$ cat src/rtl/bdx_pkg.sv
package bdx_pkg;

    typedef enum logic [1:0] {
        AM_24    = 2'd0,
        AM_31    = 2'd1,
        AM_64    = 2'd2,
        AM_64ALT = 2'd3
    } amode_e;

    typedef enum logic [1:0] {
        SZ_HALF   = 2'd0,
        SZ_FULL   = 2'd1,
        SZ_DBL    = 2'd2,
        SZ_DBLALT = 2'd3
    } opsize_e;

    typedef enum logic {
        ST_IDLE   = 1'b0,
        ST_RESULT = 1'b1
    } agen_state_e;

endpackage

$ cat src/rtl/bdx_gr_port.sv
// One register-file read port: register number 0 reads as zero.
module bdx_gr_port #(
    parameter int XLEN  = 64,
    parameter int SEL_W = 4
) (
    input  logic [SEL_W-1:0] sel_i,
    input  logic [XLEN-1:0]  rd_data_i,
    output logic [SEL_W-1:0] rd_addr_o,
    output logic [XLEN-1:0]  value_o
);
    assign rd_addr_o = sel_i;

    always_comb begin
        if (sel_i == '0) begin
            value_o = '0;
        end else begin
            value_o = rd_data_i;
        end
    end
endmodule

$ cat src/rtl/bdx_ea_calc.sv
// Sum, mode truncation and alignment test.
module bdx_ea_calc
    import bdx_pkg::*;
#(
    parameter int XLEN   = 64,
    parameter int DISP_W = 12,
    parameter int A24_W  = 24,
    parameter int A31_W  = 31
) (
    input  logic [XLEN-1:0]   base_v_i,
    input  logic [XLEN-1:0]   index_v_i,
    input  logic [DISP_W-1:0] disp_i,
    input  amode_e            amode_i,
    input  opsize_e           size_i,
    output logic [XLEN-1:0]   ea_o,
    output logic              misalign_o
);
    localparam logic [XLEN-1:0] MASK_24 = {{(XLEN-A24_W){1'b0}}, {A24_W{1'b1}}};
    localparam logic [XLEN-1:0] MASK_31 = {{(XLEN-A31_W){1'b0}}, {A31_W{1'b1}}};

    logic [XLEN-1:0] sum;

    assign sum = base_v_i + index_v_i + {{(XLEN-DISP_W){1'b0}}, disp_i};

    always_comb begin
        unique case (amode_i)
            AM_24:   ea_o = sum & MASK_24;
            AM_31:   ea_o = sum & MASK_31;
            default: ea_o = sum;
        endcase
    end

    // alignment is judged on the truncated address
    always_comb begin
        unique case (size_i)
            SZ_HALF: misalign_o = ea_o[0];
            SZ_FULL: misalign_o = |ea_o[1:0];
            default: misalign_o = |ea_o[2:0];
        endcase
    end
endmodule

$ cat src/rtl/bdx_agen.sv
module bdx_agen
    import bdx_pkg::*;
#(
    parameter int XLEN   = 64,
    parameter int NREGS  = 16,
    parameter int DISP_W = 12,
    parameter int A24_W  = 24,
    parameter int A31_W  = 31
) (
    input  logic                     clk,
    input  logic                     rst_n,
    input  logic                     valid_i,
    input  logic [$clog2(NREGS)-1:0] base_sel_i,
    input  logic [$clog2(NREGS)-1:0] index_sel_i,
    input  logic [DISP_W-1:0]        disp_i,
    input  logic [1:0]               amode_i,
    input  logic [1:0]               size_i,
    output logic [$clog2(NREGS)-1:0] gr_addr_a_o,
    input  logic [XLEN-1:0]          gr_data_a_i,
    output logic [$clog2(NREGS)-1:0] gr_addr_b_o,
    input  logic [XLEN-1:0]          gr_data_b_i,
    output logic [XLEN-1:0]          ea_o,
    output logic                     spec_exc_o,
    output logic                     done_o
);
    localparam int SEL_W  = $clog2(NREGS);
    localparam int NPORTS = 2;

    logic [SEL_W-1:0] port_sel  [NPORTS];
    logic [SEL_W-1:0] port_addr [NPORTS];
    logic [XLEN-1:0]  port_data [NPORTS];
    logic [XLEN-1:0]  port_val  [NPORTS];

    assign port_sel[0]  = base_sel_i;
    assign port_sel[1]  = index_sel_i;
    assign port_data[0] = gr_data_a_i;
    assign port_data[1] = gr_data_b_i;
    assign gr_addr_a_o  = port_addr[0];
    assign gr_addr_b_o  = port_addr[1];

    for (genvar p = 0; p < NPORTS; p++) begin : g_port
        bdx_gr_port #(.XLEN(XLEN), .SEL_W(SEL_W)) u_port (
            .sel_i     (port_sel[p]),
            .rd_data_i (port_data[p]),
            .rd_addr_o (port_addr[p]),
            .value_o   (port_val[p])
        );
    end

    logic [XLEN-1:0] ea_calc;
    logic            misalign;

    bdx_ea_calc #(
        .XLEN(XLEN), .DISP_W(DISP_W), .A24_W(A24_W), .A31_W(A31_W)
    ) u_calc (
        .base_v_i   (port_val[0]),
        .index_v_i  (port_val[1]),
        .disp_i     (disp_i),
        .amode_i    (amode_e'(amode_i)),
        .size_i     (opsize_e'(size_i)),
        .ea_o       (ea_calc),
        .misalign_o (misalign)
    );

    // ---------------- state machine ----------------
    agen_state_e state_q, state_d;

    always_comb begin
        unique case (state_q)
            ST_IDLE:   state_d = valid_i ? ST_RESULT : ST_IDLE;   // GO_RESULT
            ST_RESULT: state_d = valid_i ? ST_RESULT : ST_IDLE;   // GO_IDLE
            default:   state_d = ST_IDLE;
        endcase
    end

    always_ff @(posedge clk) begin
        if (!rst_n) begin
            state_q <= ST_IDLE;
        end else begin
            state_q <= state_d;
        end
    end

    // ---------------- outputs ----------------
    logic [XLEN-1:0] ea_q;
    logic            spec_q;

    always_ff @(posedge clk) begin
        if (!rst_n) begin
            ea_q   <= '0;
            spec_q <= 1'b0;
        end else begin
            spec_q <= 1'b0;
            if (valid_i) begin
                ea_q   <= ea_calc;
                spec_q <= misalign;
            end
        end
    end

    assign ea_o       = ea_q;
    assign spec_exc_o = spec_q;
    assign done_o     = (state_q == ST_RESULT);

    // ---------------- assertions ----------------
    assert_done_after_valid_R9: assert property (@(posedge clk) disable iff (!rst_n)
        valid_i |=> done_o);

    assert_quiet_idle_R10: assert property (@(posedge clk) disable iff (!rst_n)
        !valid_i |=> (!done_o && !spec_exc_o && $stable(ea_o)));

    assert_mode24_bound_R7: assert property (@(posedge clk) disable iff (!rst_n)
        (valid_i && amode_i == AM_24) |=> (ea_o[XLEN-1:A24_W] == '0));

    assert_mode31_bound_R6: assert property (@(posedge clk) disable iff (!rst_n)
        (valid_i && amode_i == AM_31) |=> (ea_o[XLEN-1:A31_W] == '0));

    assert_dbl_align_R8: assert property (@(posedge clk) disable iff (!rst_n)
        (valid_i && size_i == SZ_DBL) |=> (spec_exc_o == (ea_o[2:0] != 3'b000)));

    // both fields zero leaves only the displacement
    assert_zero_regs_R3: assert property (@(posedge clk) disable iff (!rst_n)
        (valid_i && base_sel_i == '0 && index_sel_i == '0 && amode_i == AM_64)
        |=> (ea_o == {{(XLEN-DISP_W){1'b0}}, $past(disp_i)}));

endmodule

$ cat config.mk
export PLATFORM = sky130hd
export DESIGN_NAME = bdx_agen
export DESIGN_NICKNAME = d
export VERILOG_FILES = /design/src/rtl/bdx_pkg.sv /design/src/rtl/bdx_gr_port.sv /design/src/rtl/bdx_ea_calc.sv /design/src/rtl/bdx_agen.sv
export SDC_FILE = /design/constraint.sdc
export NUM_CORES = 1
export LEC_CHECK = 0
export ABC_AREA = 1
export ABC_CLOCK_PERIOD_IN_PS = 3800
export BUFFER_PORTS_ARGS = -buffer_cell sky130_fd_sc_hd__buf_2
export CORE_UTILIZATION = 57
export CTS_CLUSTER_DIAMETER = 50
export DETAILED_ROUTE_END_ITERATION = 8
export PLACE_DENSITY_LB_ADDON = 0.08
export SYNTH_ARGS = -nofsm -noshare
export SYNTH_HDL_FRONTEND = slang
export SYNTH_SLANG_ARGS = --single-unit
$ cat constraint.sdc
create_clock -name clk -period 3.8 [get_ports clk]
set_input_delay 0.19 -clock clk [delete_from_list [all_inputs] [get_ports clk]]
set_output_delay 0.19 -clock clk [all_outputs]
set_load 0.005 [all_outputs]
==> results of run 1 <==
## logic make-up after synthesis
logic type               share of synthesized area [%]
AO/OA/AOI/OAI                                    6.554
XOR/XNOR                                         2.632
adder cells (fa/ha/maj)                          16.77
buffers and inverters                            18.42
flip-flops                                       13.23
AND/OR/NAND/NOR                                  42.39
## cells in the mapped netlist (3+ instances only)
library cell,n
a21oi_1,87
buf_2,3
buf_4,8
clkbuf_1,27
dfxtp_1,66
fa_1,13
ha_1,113
inv_1,432
inv_2,10
nand2_1,600
nand2_2,16
nand3_1,85
nand3_2,10
nand3b_1,6
nand4_1,11
nor2_1,239
nor2_2,22
nor3_1,4
nor3_2,6
nor3_4,4
o21ai_0,31
o21bai_1,3
xnor2_1,13
xor2_1,17
## metrics by stage
step	total power [uW]	setup WS [ps]	instances
floorplan	2114	877.1	1840
global placement	2715	329.6	2261
detailed placement	2750	374.3	2261
CTS	3574	692.6	2277
global route	3855	412.5	2277
finish	3616	680.0	2277
## metal layers
layer | global-route usage (%) | wire length [um] | up-vias
met5 | 0 | 0 | -
met4 | 9.613 | 671 | 0
met3 | 5.593 | 2906 | 43
met2 | 66.12 | 15980 | 519
met1 | 50.92 | 15330 | 5219
li1 | - | - | 5879
## worst min path at each step
stage | to | start | slack [ps] | depth (start not counted)
after detailed placement | ea_o[46] | ea_o[46] | 450 | 2
after global routing | spec_exc_o | size_i[0] | 140 | 3
after global placement | ea_o[56] | ea_o[56] | 450 | 2
final | spec_exc_o | size_i[0] | 120 | 3
after floorplan | spec_exc_o | size_i[0] | 360 | 2
after CTS | spec_exc_o | size_i[0] | 110 | 3
## area by class of cell
class / instances / area share, %
sequential: 66 / 11.41
inverter: 442 / 14.32
tap: 225 / 2.430
clock buffer: 9 / 1.944
clock inverter: 7 / 0.4645
timing repair buffer: 235 / 10.52
multi-input combinational: 1293 / 58.91
## worst reg2reg max path, cell delays in order (launching register included)
cell and delay [ps]:
dfxtp_1 310, nor2_1 100, nor2_1 70, o21ai_0 140, inv_1 60
## layout by cell type, fill, tap and decap left out, types with 3 or more instances in the layout
cell,Yosys,layout
nor3_4,4,4
fa_1,13,13
nand3_2,10,10
o21ai_0,31,31
nor2_1,239,239
nor3_1,4,4
dfxtp_1,66,66
buf_2,3,228
ha_1,113,113
clkbuf_16,0,9
nand3b_1,6,6
nor3_2,6,6
inv_2,10,10
inv_1,432,432
nor2_2,22,22
buf_4,8,5
nand4_1,11,11
xnor2_1,13,13
nand3_1,85,85
a21oi_1,87,87
xor2_1,17,17
nand2_2,16,16
nand2_1,600,600
o21bai_1,3,3
## power by group through the flow
stage	Combinational [uW]	Sequential (uW)	Clock [uW]
finish	1980	815	824
global route	2180	820	852
CTS	1940	813	822
detailed placement	1920	827	0
global placement	1890	823	0
floorplan	1280	829	0
## registers in the layout, summed over array words and instances, names as in the netlist
signal	count
spec_exc_o	1
done_o	1
ea_o	64
==> summary.md, run 1 <==
| Metric | Value |
|---|---|
| CP Data Required Time | `4080 ps` |
| RR Startpoint | `ea_o[4]` |
| Worst-path clk slew | `70 ps` |
| Clk_lat worst skew | `340 ps` |
| Synthesis-to-finish area growth | `16.01%` |
| Critical-path cell list | `buf_2 -> nor2_1 -> nand2_1 -> inv_2 -> buf_12 -> nor2_1 -> fa_1 -> ha_1 -> fa_1 -> nand3_1 -> nand3_1 -> nand2_1 -> nand2_1 -> nand3_1 -> nand3_2 -> nand2_1 -> nand2_1 -> nand2_1 -> nand3_1 -> a21oi_1` |
| Reg area | `0.001321 mm2` |
| RSZ-0062 raised after global routing | `false` |
| Status | `complete, no violations` |
| Area of the multi-input gates | `0.006824 mm2` |
| Net count after synthesis | `2121` |
| CTS buffer count | `9` |
| CP arrival | `3400 ps` |
| Crit path launch type | `primary input` |
| Initial antenna violation count | `0` |
| Worst R2R Setup Slack | `3020 ps` |
| Worst path max stage delay | `460 ps` |
| Max-slew headroom | `16.39%` |
| CTS resizes | `0` |
| Worst Path Max Fanout | `24` |
| Hold WC Path Type | `in -> reg` |
| Dpl hpwl | `29510 um` |
| Post-route DRC | `0` |
| Post-CTS Hold Buffers | `0` |
| Synthesized area | `0.009985 mm2` |
| Die H | `134.4 um` |
| Clock power frac | `22.8%` |
| Worst Setup End Kind | `flop` |
| Largest net degree at the start of global routing | `38` |
| Total track usage | `38.71%` |
| H-Tree Depth | `3` |
| Final Net Count | `2328` |
| Total congestion overflow | `0` |
| Fmax | `0.3205 GHz` |
| Leakage power figure | `0.007432 uW` |
| DRT Wirelength | `34900 um` |
| Routability Congestion | `1.005` |
| Top delay family on crit path | `simple AND/OR/NAND/NOR gates` |
| Most frequent CP cell | `nand2_1` |
| Initial core utilization | `58.13%` |
| Post-DP Area | `0.01130 mm2` |
| Area leader, netlist | `nand2_1` |
| Critical setup path kind | `in -> reg` |
| FF-to-FF End | `ea_o[4]` |
| Routed via count | `11660` |
| Top cells by area, synth | `nand2_1 (23%), inv_1 (16%), ha_1 (14%)` |
| Seq pwr share | `22.5%` |
| N_diodes | `0` |
| Cell area power density | `312.2 mW/mm2` |
| Final hold vios | `0` |
| Instance count on the critical path | `20` |
| Final ANT Viol Nets | `0` |
| Fillers | `1616` |
| First-pass GRT wire length | `54160 um` |
| Sw Pwr | `1721 uW` |
| Asr flop ratio synth | `0%` |
| Mapped Cells | `1840` |
| Layout cells sized above 1 | `15.69%` |
| Reg2Reg Depth | `4` |
| Skew final | `0 ps` |
| WL per Instance | `15.33 um` |
| Worst vdd ir | `0.2261 mV` |
| Setup bufs post-CTS | `0` |
| Ys Warns | `0` |
| DR pass1 iterations | `5` |
| Final Max Slew Viols | `0` |
| Post-synth EDFFs | `0` |
| Number of distinct library cells after synthesis | `33` |
| Tmin final | `3120 ps` |
| Total core area | `0.01718 mm2` |
| Core Rows | `48` |
| Max-cap violation count | `0` |
| Buffers on Ports | `228` |
| Measured slew at the worst slew-check pin | `1253 ps` |
| Final worst path period share | `82.10%` |
| Number of synthesized register bits | `66` |
| Critical path startpoint | `index_sel_i[3]` |
| # setup viols final | `0` |
| Finished Cell Area | `0.01158 mm2` |
| CP max stage cell | `fa_1` |
| Fin util | `67.44%` |
| TritonCTS sink count | `66` |
| Cell Int Power | `1895 uW` |
| IO Count | `229` |
| Ys flop type | `dfxtp_1` |
| Vias in the first global route | `10670` |
| Die W | `134.4 um` |
| Comb power frac | `54.7%` |
| Full die area | `0.01805 mm2` |
| Worst setup endpoint | `ea_o[57]` |
| Net Sw Frac | `47.60%` |
| CTS Buffer Depth | `2` |
| CTS root buffer | `clkbuf_16` |
| Hold_ws | `115.7 ps` |
| Initial DRC Count | `922` |
| Setup TNS | `0 ps` |
| Vias per cell | `5.121` |
| Seq/Total Area, Yosys | `13.23%` |
| CTS tree | `built` |
| Area share of the largest cell type after synthesis | `22.56%` |
| Avg Cell Area, Syn | `5.426 um2` |
| CP bufs+invs | `3` |
Power figures use the tool's default switching activity.
==> inputs of run 2 (changes only) <==
- ABC_AREA: 1 -> 0
- ABC_CLOCK_PERIOD_IN_PS: 3800 -> 2600
- CORE_UTILIZATION: 57 -> 49
- clock period: 3.8 -> 2.6 ns (I/O delays scaled with it)
==> run 2 against run 1 <==
Against the previous run:
- the flow now finishes with violations (negative setup slack)
- clock power up 54%
- core utilization up 12 points
- cell count is 27% lower
- global-route usage decreased by 6.9 points
- critical path depth is 2 lower
- combinational power grew 96%
- critical path type unchanged
- largest power group unchanged
==> summary.md, run 2 <==
| Metric | Value |
|---|---|
| Final ANT Viol Nets | `0` |
| DRT Wirelength | `27230 um` |
| First-pass GRT wire length | `41560 um` |
| Clk_lat worst skew | `350 ps` |
| Commonest non-fill, non-tap cells in the layout | `buf_4 (258), buf_2 (226), nor2b_1 (140)` |
| CTS Buffer Depth | `2` |
| Placement Setup Slack | `-1325 ps` |
| Ys Warns | `0` |
| Cell area power density | `517.7 mW/mm2` |
| Total congestion overflow | `0` |
| Total core area | `0.01543 mm2` |
| WL per Instance | `16.36 um` |
| Reg2Reg Depth | `2` |
| Count leader, synth | `nor2b_1` |
| Worst Hold End | `done_o` |
| Final Net Count | `1729` |
| Net count after synthesis | `1269` |
| CTS buffer count | `9` |
| Synthesis-to-finish area growth | `56.54%` |
| Hold_ws | `125.2 ps` |
| DR pass1 iterations | `5` |
| Setup ws final | `-1018 ps` |
| Max-cap violation count | `0` |
| Mapped Cells | `988` |
| CP Data Required Time | `2840 ps` |
| Avg Cell Area, Syn | `7.963 um2` |
| Max-slew headroom | `50.14%` |
| Area leader, netlist | `ha_1` |
| Placed Cells incl. Taps | `1608` |
| Post-route DRC | `0` |
| Fin util | `79.83%` |
| CP arrival | `3860 ps` |
| HP Start | `rst_n` |
| Design Power | `6375 uW` |
| Fillers | `1105` |
| Worst R2R Setup Slack | `1790 ps` |
| Measured slew at the worst slew-check pin | `742.9 ps` |
| Commonest non-fill, non-tap cell in the layout | `buf_4` |
| Status | `complete, but fails checks` |
| Worst Path Max Fanout | `6` |
| IO Count | `229` |
| Top cells by area, synth | `ha_1 (18%), dfxtp_1 (17%), nor2b_1 (12%)` |
| Total track usage | `31.82%` |
| Skew final | `0 ps` |
| Largest net degree at the start of global routing | `32` |
| Die H | `128.7 um` |
| Tmin final | `3618 ps` |
| Area share of the largest cell type after synthesis | `17.97%` |
| Vias in the first global route | `8723` |
| # setup viols final | `58` |
| CTS tree | `built` |
| CTS root buffer | `clkbuf_16` |
| Post-CTS Hold Buffers | `0` |
| Max FFs per register | `64` |
| Initial antenna violation count | `0` |
| Leakage power figure | `0.006327 uW` |
| Worst-path clk slew | `60 ps` |
| Worst vdd ir | `0.4397 mV` |
| Hold WC Path Type | `in -> reg` |
| Critical setup path kind | `in -> reg` |
| Full die area | `0.01657 mm2` |
| Synthesized area | `0.007868 mm2` |
| Routed via count | `9055` |
| Asr flop ratio synth | `0%` |
| H-Tree Depth | `3` |
| Die W | `128.7 um` |
| Vias per cell | `5.442` |
| Post-route insts no fill | `1664` |
| Seq/Total Area, Yosys | `16.79%` |
| RR Startpoint | `ea_o[57]` |
| Routability Congestion | `0.8979` |
| Crit path launch type | `primary input` |
| Initial core utilization | `51.00%` |
| Worst Setup End Kind | `flop` |
| Layout cells sized above 1 | `43.84%` |
| Fmax | `0.2764 GHz` |
| TritonCTS sink count | `66` |
| Hold Path Depth | `2` |
| Ranking of synthesized cells by instance count | `nor2b_1 (146), ha_1 (113), nand2_1 (82)` |
| Final worst path period share | `139.1%` |
| Buffers on Ports | `228` |
| RSZ-0062 raised after global routing | `true` |
| Failing checks | `negative setup slack` |
| Core Rows | `45` |
| Final hold vios | `0` |
| Number of synthesized register bits | `66` |
| N_diodes | `0` |
| Initial DRC Count | `512` |
| Number of distinct library cells after synthesis | `77` |
| Ys flop type | `dfxtp_1` |
| Post-synth EDFFs | `0` |
| FF-to-FF End | `ea_o[57]` |
| Final Max Slew Viols | `0` |
| Dpl hpwl | `20170 um` |
run 2: worst max path at each step:
stage	end	start	cells past startpoint	slack, ps
after floorplan	ea_o[63]	index_sel_i[0]	16	-1190
after global placement	ea_o[63]	base_sel_i[0]	18	-1270
after detailed placement	ea_o[63]	base_sel_i[0]	17	-1330
after CTS	ea_o[63]	base_sel_i[0]	18	-910
after global routing	ea_o[49]	base_sel_i[0]	19	-1120
final	ea_o[63]	base_sel_i[0]	18	-1020
run 2: cell families (layout without fill, tap and decap cells):
logic type	Yosys count	count (layout)	share of synthesized area, %
buffers and inverters	94	559	4.978
xor gates and xnor gates	58	58	6.457
AOI/OAI and AO/OA	267	267	23.33
muxes	21	21	2.672
adders and majority gates	126	126	21.28
and+or+nand+nor	356	356	24.49
DFF	66	66	16.79
run 2: what timing repair did:
item / CTS / global route
pin swaps: 39 / 48
gates resized for setup: 89 / 46
setup buffers: 30 / 21
cloned: 1 / 0
endpoints found under the setup margin: 56 / 59
run 2: power breakdown:
part,switching (uW),total [uW],internal (uW)
clock,476,1270,794
combinational,1860,3890,2020
sequential,76.9,1220,1140
total,2420,6380,3960
run 2: layer usage:
| layer | vias up | wire length [um] | track usage [%] |
|---|---|---|---|
| met5 | - | 0 | 0 |
| met4 | 0 | 781 | 10.87 |
| met3 | 81 | 1520 | 5.364 |
| met2 | 343 | 13790 | 58.66 |
| met1 | 4223 | 11140 | 37.03 |
| li1 | 4408 | - | - |
run 2: final cells by class:
type,count,area (um2),share of cell area [%]
clock buffers,14,264.0,2.144
clock inverters,2,35.03,0.2845
inverters,29,108.9,0.8839
multi-input cells,828,6865,55.74
flip-flops and latches,66,1321,10.73
well taps,211,264.0,2.144
repair buffers,514,3457,28.07
run 2: through the flow:
stage / setup TNS (ps) / area, um2
6_report: -43460 / 12320
5_1_grt: -49460 / 12320
4_1_cts: -33700 / 11990
3_5_place_dp: -58280 / 11020
3_3_place_gp: -54260 / 11020
2_1_floorplan: -44330 / 8021
run 2: critical path, cell delays in order:
cell,delay (ps)
buf_6,100
nor4_4,260
buf_6,160
buf_12,130
nor2b_4,40
fa_1,480
ha_2,220
fa_2,370
a211oi_4,300
o21ai_2,120
a31oi_4,280
a31oi_4,120
a41o_1,250
a21boi_4,180
o21ai_2,90
a221o_1,310
xnor2_1,120
a22o_1,190
==> inputs of run 3 (changes only) <==
- CORE_MARGIN: unset -> 2
==> run 3 against run 2 <==
Against the previous run:
- the run still ends with negative setup slack left
- die area rose by 3.1%
- cell count is 1.0% higher
- largest cell class unchanged
- critical path depth did not move
- clock-buffer cell count down 3
- core utilization up 1.3 points
- global-route usage increased by 0.79 points
- sequential power hardly changed
- critical path type unchanged
- highest routed layer unchanged
- final area is 3.8% higher
- power rose by 0.80%
- wire length up 7.8%
- sequential share of layout area decreased by 0.40 points
- worst setup slack gained 18 ps
==> summary.md, run 3 (synthesis results as in run 2) <==
| Metric | Value |
|---|---|
| IO Count | `229` |
| Core Rows | `46` |
| Largest net degree at the start of global routing | `35` |
| Initial DRC Count | `603` |
| Final Net Count | `1745` |
| Die H | `130.7 um` |
| Skew final | `0 ps` |
| Failing checks | `negative setup slack` |
| Initial antenna violation count | `1` |
| Cell area power density | `502.5 mW/mm2` |
| Initial core utilization | `49.89%` |
| Measured slew at the worst slew-check pin | `720.2 ps` |
| Worst Setup End Kind | `flop` |
| Max-slew headroom | `51.66%` |
| Routability Congestion | `0.9145` |
| Area of the multi-input gates | `0.007186 mm2` |
| Clk_lat worst skew | `350 ps` |
| Post-DP Area | `0.01110 mm2` |
| Commonest non-fill, non-tap cell in the layout | `buf_4` |
| Vias per cell | `5.510` |
| Post-route DRC | `0` |
| N_diodes | `0` |
| Critical setup path kind | `in -> reg` |
| CTS tree | `built` |
| Buffers on Ports | `228` |
| Post-CTS Hold Buffers | `0` |
| Full die area | `0.01709 mm2` |
| CTS buffer count | `9` |
| H-Tree Depth | `3` |
| Max-cap violation count | `0` |
| First-pass GRT wire length | `43670 um` |
| CP Data Required Time | `2830 ps` |
| Leakage power figure | `0.006480 uW` |
| Setup TNS | `-39590 ps` |
| Vias in the first global route | `9110` |
| RSZ-0062 raised after global routing | `true` |
| Setup ws final | `-1000 ps` |
| CTS Buffer Depth | `2` |
| # setup viols final | `57` |
| Reg2Reg Depth | `2` |
| Fmax | `0.2778 GHz` |
| Fillers | `1090` |
| Tmin final | `3600 ps` |
| CTS root buffer | `clkbuf_16` |
| Reg area | `0.001321 mm2` |
| Hold Path Depth | `2` |
| DRT Wirelength | `29350 um` |
| Worst vdd ir | `0.3821 mV` |
| Total track usage | `32.62%` |
| Placement Setup Slack | `-1371 ps` |
| Max FFs per register | `64` |
| Final hold vios | `0` |
| Status | `complete, but fails checks` |
| DR pass1 iterations | `5` |
| CP arrival | `3830 ps` |
| TritonCTS sink count | `66` |
| Final worst path period share | `138.5%` |
| Routed via count | `9262` |
| Worst-path clk slew | `60 ps` |
| Final Max Slew Viols | `0` |
| Dpl hpwl | `20430 um` |
| Worst Path Max Fanout | `6` |
| Die W | `130.7 um` |
| WL per Instance | `17.46 um` |
| Total core area | `0.01577 mm2` |
| Hold WC Path Type | `in -> reg` |
| Synthesis-to-finish area growth | `62.55%` |
| Total congestion overflow | `0` |
| Layout cells sized above 1 | `47.30%` |
| Commonest non-fill, non-tap cells in the layout | `buf_4 (264), buf_2 (224), nor2b_1 (141)` |
| Crit path launch type | `primary input` |
| Final ANT Viol Nets | `0` |
| Finished Cell Area | `0.01279 mm2` |
run 3: changes by cell type in the layout (fill, tap and decap cells not counted), moves of 3 or more:
cell	previous run	this run
nor3_2	2	5
buf_6	23	33
o21ai_1	27	37
fa_1	12	8
ha_1	106	94
ha_4	6	16
o21ai_0	26	14
a21oi_1	56	50
a21oi_2	13	19
buf_4	258	264
fa_2	1	5
nor3_1	9	5
run 3: critical path: stages:
cell and delay [ps]:
buf_8 100, nor4_4 310, buf_6 170, buf_12 130
nor2b_4 40, fa_1 460, ha_2 200, fa_2 380
a211oi_4 320, o21ai_2 110, a31oi_4 210, a31oi_4 110
a41o_1 250, a21boi_4 200, o21ai_2 70, a221o_1 310
xnor2_1 130, a22o_1 190
run 3: where the power goes:
group	internal, uW	leakage (uW)	switching [uW]	total, uW
sequential	1140	0.000542	83.3	1230
clock	649	0.000123	477	1130
combinational	2130	0.00581	1940	4070
total	3920	0.00648	2510	6430
run 3: stage by stage:
stage | hold WS [ps] | utilization, % | std cells | power [uW]
3_5_place_dp | 437.1 | 70.41 | 1627 | 4440
5_1_grt | 178.3 | 81.09 | 1681 | 6777
6_report | 180.2 | 81.09 | 1681 | 6426
3_3_place_gp | 430.2 | 70.41 | 1627 | 4397
4_1_cts | 165.0 | 78.60 | 1667 | 6041
2_1_floorplan | 287.4 | - | 988 | 2991
run 3: area by class of cell:
type	count	share of cell area, %
clock inverter	1	0.03914
inverter	29	0.8512
timing repair buffer	530	28.58
tap	216	2.113
sequential	66	10.33
clock buffer	11	1.898
multi-input combinational	828	56.19
run 3: metal layers:
metal / track usage [%] / vias up / wire [um]
li1: - / 4448 / -
met1: 37.59 / 4374 / 11740
met2: 59.04 / 347 / 14560
met3: 4.601 / 93 / 1648
met4: 16.21 / 0 / 1407
met5: 0 / - / 0
run 3: worst paths after layout:
path                                     start       end  slack, ps
worst max register to register        ea_o[60]  ea_o[60]       1760
worst min-delay path                     rst_n   ea_o[9]        180
worst min register to register        ea_o[38]  ea_o[38]        440
worst max-delay path            index_sel_i[3]  ea_o[63]      -1000
run 3: repair_timing:
item	in CTS	in global routing
gates cloned	4	0
setup buffers	28	20
resized for setup	149	62
pin swaps	73	51
setup endpoints to repair	56	58
